<file path="config.mk">
export PLATFORM = sky130hd
export DESIGN_NAME = tx_frame_launcher
export DESIGN_NICKNAME = d
export VERILOG_FILES = /design/src/rtl/txl_pkg.sv /design/src/rtl/txl_ctrl.sv /design/src/rtl/txl_dpath.sv /design/src/rtl/tx_frame_launcher.sv
export SDC_FILE = /design/constraint.sdc
export NUM_CORES = 1
export LEC_CHECK = 0
export ABC_AREA = 1
export CAP_MARGIN = 10
export CORE_AREA = 8 8 85 87
export DETAILED_ROUTE_END_ITERATION = 10
export DIE_AREA = 0 0 93 95
export GPL_TIMING_DRIVEN = 1
export MAX_ROUTING_LAYER = met4
export PLACE_DENSITY = 0.73
export SKIP_LAST_GASP = 1
export SLEW_MARGIN = 20
export SYNTH_ARGS = -nofsm -noshare
export SYNTH_HDL_FRONTEND = slang
export SYNTH_HIERARCHICAL = 1
export SYNTH_SLANG_ARGS = --single-unit
</file>
<file path="constraint.sdc">
create_clock -name clk -period 6.76 [get_ports clk]
set_input_delay 1.014 -clock clk [delete_from_list [all_inputs] [get_ports clk]]
set_output_delay 1.014 -clock clk [all_outputs]
set_load 0.05 [all_outputs]
</file>
<file path="src/rtl/txl_pkg.sv">
package txl_pkg;

  localparam int HDR_BYTES = 8;
  localparam int TRL_BYTES = 4;
  localparam logic [7:0] PRE_BYTE = 8'h55;
  localparam logic [7:0] SFD_BYTE = 8'hD5;

  typedef enum logic [2:0] {
    ST_IDLE,
    ST_LEN,
    ST_PRE,
    ST_PCHK,
    ST_LOAD,
    ST_SEND,
    ST_FIN,
    ST_REJ
  } txl_state_t;

  // strobes from control to datapath
  typedef struct packed {
    logic loadCnt;   // capture written count, reset address and header check
    logic clrCnt;    // clear count after successful send
    logic rdIssue;   // issue buffer read at current address, then advance
    logic preRead;   // the issued read belongs to the header check
    logic capture;   // load returned buffer byte into the output register
  } txl_strobe_t;

  // status from datapath to control
  typedef struct packed {
    logic lenOk;     // count inside legal range
    logic preDone;   // all header reads issued
    logic preBad;    // a header byte mismatched
    logic lastByte;  // output register holds the final body byte
  } txl_status_t;

endpackage

</file>
<file path="src/rtl/txl_ctrl.sv">
module txl_ctrl
  import txl_pkg::*;
(
  input  logic        clk,
  input  logic        rst_n,
  input  logic        startReq,
  input  logic        txReady,
  input  txl_status_t stat,
  output txl_strobe_t strb,
  output logic        txValid,
  output logic        txIrq
);

  txl_state_t state, stateNxt;

  always_ff @(posedge clk) begin
    if (!rst_n) state <= ST_IDLE;
    else        state <= stateNxt;
  end

  always_comb begin
    stateNxt = state;
    strb     = '0;
    case (state)
      ST_IDLE: begin
        if (startReq) begin
          strb.loadCnt = 1'b1;
          stateNxt     = ST_LEN;
        end
      end
      ST_LEN: begin
        if (!stat.lenOk) begin
          stateNxt = ST_REJ;
        end else begin
          strb.rdIssue = 1'b1;
          strb.preRead = 1'b1;
          stateNxt     = ST_PRE;
        end
      end
      ST_PRE: begin
        if (!stat.preDone) begin
          strb.rdIssue = 1'b1;
          strb.preRead = 1'b1;
        end else begin
          stateNxt = ST_PCHK;
        end
      end
      ST_PCHK: begin
        if (stat.preBad) begin
          stateNxt = ST_REJ;
        end else begin
          strb.rdIssue = 1'b1;
          stateNxt     = ST_LOAD;
        end
      end
      ST_LOAD: begin
        strb.capture = 1'b1;
        stateNxt     = ST_SEND;
      end
      ST_SEND: begin
        if (txReady) begin
          if (stat.lastByte) begin
            strb.clrCnt = 1'b1;
            stateNxt    = ST_FIN;
          end else begin
            strb.rdIssue = 1'b1;
            stateNxt     = ST_LOAD;
          end
        end
      end
      ST_FIN:  stateNxt = ST_IDLE;
      ST_REJ:  stateNxt = ST_IDLE;
      default: stateNxt = ST_IDLE;
    endcase
  end

  assign txValid = (state == ST_SEND);
  assign txIrq   = (state == ST_FIN) || (state == ST_REJ);

  // completion pulse never lasts two cycles
  assert_irq_single_R10: assert property (@(posedge clk) disable iff (!rst_n)
    txIrq |=> !txIrq);

  // no byte is offered after a header mismatch was seen
  assert_no_send_bad_header_R5: assert property (@(posedge clk) disable iff (!rst_n)
    (txValid && stat.preBad) |-> 1'b0);

endmodule

</file>
<file path="src/rtl/txl_dpath.sv">
module txl_dpath
  import txl_pkg::*;
#(
  parameter int CNT_W   = 16,
  parameter int ADDR_W  = 11,
  parameter int MIN_LEN = 64,
  parameter int MAX_LEN = 1530
) (
  input  logic              clk,
  input  logic              rst_n,
  input  logic [CNT_W-1:0]  cntWrData,
  input  txl_strobe_t       strb,
  input  logic [7:0]        bufRdData,
  output txl_status_t       stat,
  output logic [CNT_W-1:0]  txCount,
  output logic              bufRdEn,
  output logic [ADDR_W-1:0] bufRdAddr,
  output logic [7:0]        txData
);

  localparam logic [CNT_W-1:0]  MinCnt  = CNT_W'(MIN_LEN);
  localparam logic [CNT_W-1:0]  MaxCnt  = CNT_W'(MAX_LEN);
  localparam logic [CNT_W-1:0]  TrlCnt  = CNT_W'(TRL_BYTES);
  localparam logic [ADDR_W-1:0] HdrAddr = ADDR_W'(HDR_BYTES);
  localparam logic [2:0]        SfdIdx  = 3'(HDR_BYTES - 1);

  logic [CNT_W-1:0]  cntReg;
  logic [ADDR_W-1:0] rdAddr;
  logic              chkPend;
  logic [2:0]        chkIdx;
  logic              preBad;
  logic [7:0]        dataReg;
  logic [7:0]        expHdr;

  // count register
  always_ff @(posedge clk) begin
    if (!rst_n)            cntReg <= '0;
    else if (strb.loadCnt) cntReg <= cntWrData;
    else if (strb.clrCnt)  cntReg <= '0;
  end

  // buffer address counter
  always_ff @(posedge clk) begin
    if (!rst_n)            rdAddr <= '0;
    else if (strb.loadCnt) rdAddr <= '0;
    else if (strb.rdIssue) rdAddr <= rdAddr + 1'b1;
  end

  // header check pipeline, compares the byte returned one cycle after issue
  always_ff @(posedge clk) begin
    if (!rst_n) begin
      chkPend <= 1'b0;
      chkIdx  <= '0;
    end else begin
      chkPend <= strb.rdIssue && strb.preRead;
      chkIdx  <= rdAddr[2:0];
    end
  end

  assign expHdr = (chkIdx == SfdIdx) ? SFD_BYTE : PRE_BYTE;

  always_ff @(posedge clk) begin
    if (!rst_n)                                preBad <= 1'b0;
    else if (strb.loadCnt)                     preBad <= 1'b0;
    else if (chkPend && (bufRdData != expHdr)) preBad <= 1'b1;
  end

  // output byte register
  always_ff @(posedge clk) begin
    if (!rst_n)            dataReg <= '0;
    else if (strb.capture) dataReg <= bufRdData;
  end

  assign stat.lenOk    = (cntReg >= MinCnt) && (cntReg <= MaxCnt);
  assign stat.preDone  = (rdAddr == HdrAddr);
  assign stat.preBad   = preBad;
  assign stat.lastByte = (CNT_W'(rdAddr) == (cntReg - TrlCnt));

  assign txCount   = cntReg;
  assign bufRdEn   = strb.rdIssue;
  assign bufRdAddr = rdAddr;
  assign txData    = dataReg;

  // body reads stay between the header and the trailer
  assert_body_window_R6: assert property (@(posedge clk) disable iff (!rst_n)
    (strb.rdIssue && !strb.preRead) |->
      ((CNT_W'(rdAddr) >= CNT_W'(HDR_BYTES)) && (CNT_W'(rdAddr) < cntReg - TrlCnt)));

  // header reads only cover the first eight bytes
  assert_header_window_R5: assert property (@(posedge clk) disable iff (!rst_n)
    (strb.rdIssue && strb.preRead) |-> (rdAddr < HdrAddr));

endmodule

</file>
<file path="src/rtl/tx_frame_launcher.sv">
module tx_frame_launcher
  import txl_pkg::*;
#(
  parameter int CNT_W   = 16,
  parameter int ADDR_W  = 11,
  parameter int MIN_LEN = 64,
  parameter int MAX_LEN = 1530
) (
  input  logic              clk,
  input  logic              rst_n,
  input  logic              cntWrEn,
  input  logic [CNT_W-1:0]  cntWrData,
  output logic [CNT_W-1:0]  txCount,
  output logic              bufRdEn,
  output logic [ADDR_W-1:0] bufRdAddr,
  input  logic [7:0]        bufRdData,
  output logic [7:0]        txData,
  output logic              txValid,
  input  logic              txReady,
  output logic              txLast,
  output logic              txIrq
);

  txl_strobe_t strb;
  txl_status_t stat;
  logic        startReq;

  assign startReq = cntWrEn && (cntWrData != '0);

  txl_ctrl u_ctrl (
    .clk      (clk),
    .rst_n    (rst_n),
    .startReq (startReq),
    .txReady  (txReady),
    .stat     (stat),
    .strb     (strb),
    .txValid  (txValid),
    .txIrq    (txIrq)
  );

  txl_dpath #(
    .CNT_W   (CNT_W),
    .ADDR_W  (ADDR_W),
    .MIN_LEN (MIN_LEN),
    .MAX_LEN (MAX_LEN)
  ) u_dpath (
    .clk       (clk),
    .rst_n     (rst_n),
    .cntWrData (cntWrData),
    .strb      (strb),
    .bufRdData (bufRdData),
    .stat      (stat),
    .txCount   (txCount),
    .bufRdEn   (bufRdEn),
    .bufRdAddr (bufRdAddr),
    .txData    (txData)
  );

  assign txLast = txValid && stat.lastByte;

  // offered byte is held until taken
  assert_hold_on_stall_R8: assert property (@(posedge clk) disable iff (!rst_n)
    (txValid && !txReady) |=> (txValid && $stable(txData) && $stable(txLast)));

  // count only reaches zero through the final handshake
  assert_clear_only_on_last_R9: assert property (@(posedge clk) disable iff (!rst_n)
    ((txCount != '0) && !(txValid && txReady && txLast)) |=> (txCount != '0));

  // writes during a send leave the count alone
  assert_busy_write_ignored_R11: assert property (@(posedge clk) disable iff (!rst_n)
    (txValid && cntWrEn && !(txReady && txLast)) |=> $stable(txCount));

  // bytes are only offered for an in-range count
  assert_send_in_range_R3: assert property (@(posedge clk) disable iff (!rst_n)
    txValid |-> ((txCount >= CNT_W'(MIN_LEN)) && (txCount <= CNT_W'(MAX_LEN))));

endmodule

</file>
==> metrics.txt <==
run status=finished clean; cells traversed along the worst timing path=inv_1, ha_1, inv_1, nand2_1, nand2_1, nor2_1, nand2_1, nor2_1, nand2_1, nor2_1, nand2_1, nor3_2, o31ai_1, clkdlybuf4s50_1; FMAX=220 MHz; instance area after placement=3280 um^2; vias in the first global route=2669; hold violation count in the final report=0; Clock Sinks=between 40 and 50; category of the critical setup timing path=reg2out; DIE AREA=between 8000 and 9000 um^2; Synth Cell Area=around 2600 um^2; placed cells=around 550; number of enable-type register cells in the synthesized netlist=0; Total Wirelength=about 7300 um; slowest CP cell=sky130_fd_sc_hd__clkdlybuf4s50_1; Total Power=about 1.3 mW; H-tree level count=2; post-synthesis area per instance=roughly 6.2 um^2; cell chosen for the clock root=sky130_fd_sc_hd__clkbuf_8; number of synthesized register bits=43; final worst path period share=about two thirds; CP Data Arrival Time=approximately 3.5 ns; site row count=28; clock latency on the worst-skew pair=approximately 0.29 ns; post-layout worst setup margin=~2.2 ns; standard cell core area=between 5000 and 6000 um^2; share of cells above drive strength 1=~7.1%; final setup fails=0; Most used DFF post-synth=sky130_fd_sc_hd__dfxtp_1; top area cells in the synthesized netlist=sky130_fd_sc_hd__dfxtp_1 (33%), sky130_fd_sc_hd__nand2_1 (18%), sky130_fd_sc_hd__nor2_1 (8.0%); HPWL after DPL=roughly 5700 um; sequential area share after synthesis=approximately 33%; fraction of synthesized cell area taken by the top area cell type=33.3%; startpoint class of the critical path=register; synth warn=6; RSZ-0062 raised after global routing=no; Top-Level Pins=67; ratio of routed vias to standard cells=roughly 5.0; Hold/Removal Path Class=reg2reg; residual DRC count=0; area growth from synthesis to layout=31.7%; CP required=between 5 and 6 ns; number of cells upsized or downsized after cts=0; leakage power summed over all cells=approximately 1.5 nW; number of standard cells in the layout, taps in and fillers out=553; pin count of the biggest net entering global routing=19; Num CTS Buffers=5; DIE HEIGHT=95 um; net count reported at finish=just over 500; time the final worst path needs with I/O delays and setup=roughly 4.5 ns; Worst Clk Skew=0.00909 ns; I/O Buffers=66; detailed-route wire length per cell=~13 um; peak supply drop=roughly 0.20 mV; Async S/R FF share, synth=0%; Max Fanout on Critical Path=9; Yosys top cell by area=sky130_fd_sc_hd__dfxtp_1; cell area power density=~370 nW/um^2; core utilization of the finished layout=58.5%; total area of multi-input combinational cells=between 1000 and 1500 um^2; Horiz. Die Dim=93 um; Initial Utilization=about 44%; transition time at the pin with the least slew margin=1.00 ns; worst slew margin relative to its limit=around a third; fin area=3400 um^2; last weighted congestion value of the routability-driven placer=0.867; count of inserted antenna diode cells=0; minimum hold slack=between 0.4 and 0.5 ns; final global-route overflow total=0; vias post-DR=2755; Place WS=approximately 2.5 ns; global-route usage over all layers=around 17%; cell type with the highest occurrence count on the critical path=sky130_fd_sc_hd__nand2_1; gate count of the mapped netlist=between 400 and 500; pins over their slew limit=0; number of maximum-capacitance violations=0; initial antenna violation count=0; count of unique library cells instantiated by Yosys=31; final-layout setup total negative slack=0 ns; number of design-rule violations left by the first detailed-router iteration=153; clock-pin slew on the worst setup and hold paths=about 0.080 ns; Register Area=~860 um^2; first-pass GRT wire length=about 12000 um; # fillers=slightly above 600; endpoint kind of the worst setup timing path=primary output; Max Buffers Root-to-Sink=2; # hold bufs at CTS=0; Antenna Violating Nets Remaining=0; max incr delay on CP=approximately 0.97 ns; number of detailed-routing iterations run before antenna repair=4; number of nets in the synthesized netlist=~450; TritonCTS clock tree=done; Post-CTS Repair Setup Buffers=0
-- flip-flops by register name, indices dropped and copies added, names as in the netlist --
signal / cells
u_dpath/preBad: 1
u_dpath/chkIdx: 3
u_dpath/chkPend: 1
u_dpath/txData: 8
u_dpath/txCount: 16
u_ctrl/state: 3
u_dpath/bufRdAddr: 11
-- per-layer routing --
layer	track usage [%]	vias up	share of wire [%]
met5	-	-	0
met4	4.70	0	0.58
met3	5.32	4	6.5
met2	28.0	61	48
met1	19.4	1258	45
li1	-	1432	-
-- area by class of cell --
type	instances	share of cell area [%]
Clock buffer	6	2.43
Clock inverter	2	1.03
Inverter	59	6.51
Multi-Input combinational cell	301	42.3
Sequential cell	43	25.3
Tap cell	75	2.76
Timing Repair Buffer	67	19.6
-- report_power, final --
part / leakage (nW) / switching (mW) / internal, mW
Clock: 0.0612 / 0.0866 / 0.120
Combinational: 1.06 / 0.443 / 0.229
Sequential: 0.350 / 0.0688 / 0.302
Total: 1.47 / 0.599 / 0.651
-- final timing paths --
| check | from | endpoint | slack [ns] | cells after the start |
|---|---|---|---|---|
| worst max-delay path | u_dpath/txCount[2] | bufRdEn | 2.22 | 14 |
| worst min-delay path | u_dpath/chkPend | u_dpath/preBad | 0.47 | 2 |
| worst max register to register | u_dpath/txCount[2] | u_dpath/bufRdAddr[10] | 3.36 | 21 |
| worst min register to register | u_dpath/chkPend | u_dpath/preBad | 0.47 | 2 |
-- cells by family after synthesis --
family / share of synthesized area (%)
DFF: 33.3
and+or+nand+nor: 40.3
AOI/OAI and AO/OA: 11.2
buffers and inverters: 11.4
adders and majority gates: 2.42
xor gates and xnor gates: 1.36
-- synth_stat cells, types with 4 or more instances --
library cell,instances
sky130_fd_sc_hd__nor2_2,6
sky130_fd_sc_hd__a21oi_1,32
sky130_fd_sc_hd__o21ai_0,17
sky130_fd_sc_hd__ha_1,5
sky130_fd_sc_hd__nand4_1,6
sky130_fd_sc_hd__inv_1,54
sky130_fd_sc_hd__nand2_1,123
sky130_fd_sc_hd__dfxtp_1,43
sky130_fd_sc_hd__nor4_1,4
sky130_fd_sc_hd__nor3_1,6
sky130_fd_sc_hd__inv_2,5
sky130_fd_sc_hd__buf_4,4
sky130_fd_sc_hd__nor2_1,55
sky130_fd_sc_hd__clkbuf_1,4
sky130_fd_sc_hd__nand3_1,23
-- cells in the final DEF, fill, tap and decap left out, types with 4 or more instances in the layout --
master,netlist,routed
sky130_fd_sc_hd__nor3_2,3,4
sky130_fd_sc_hd__o21ai_0,17,17
sky130_fd_sc_hd__inv_2,5,5
sky130_fd_sc_hd__inv_1,54,54
sky130_fd_sc_hd__nor2_1,55,55
sky130_fd_sc_hd__nor3_1,6,5
sky130_fd_sc_hd__nand3_1,23,23
sky130_fd_sc_hd__nor2_2,6,6
sky130_fd_sc_hd__clkdlybuf4s50_1,0,66
sky130_fd_sc_hd__a21oi_1,32,32
sky130_fd_sc_hd__nand2_1,123,123
sky130_fd_sc_hd__dfxtp_1,43,43
sky130_fd_sc_hd__nand4_1,6,6
sky130_fd_sc_hd__ha_1,5,5
sky130_fd_sc_hd__clkbuf_8,0,6
-- worst max-delay path: cells and delay by family, from the launching register on --
family | cells | cell delay [ns]
buffers and inverters | 3 | 1.17
adders and majority gates | 1 | 0.33
and+or+nand+nor | 9 | 0.46
DFF | 1 | 0.47
AOI/OAI and AO/OA | 1 | 0.81
No activity file was read; power rests on OpenSTA's default activity.
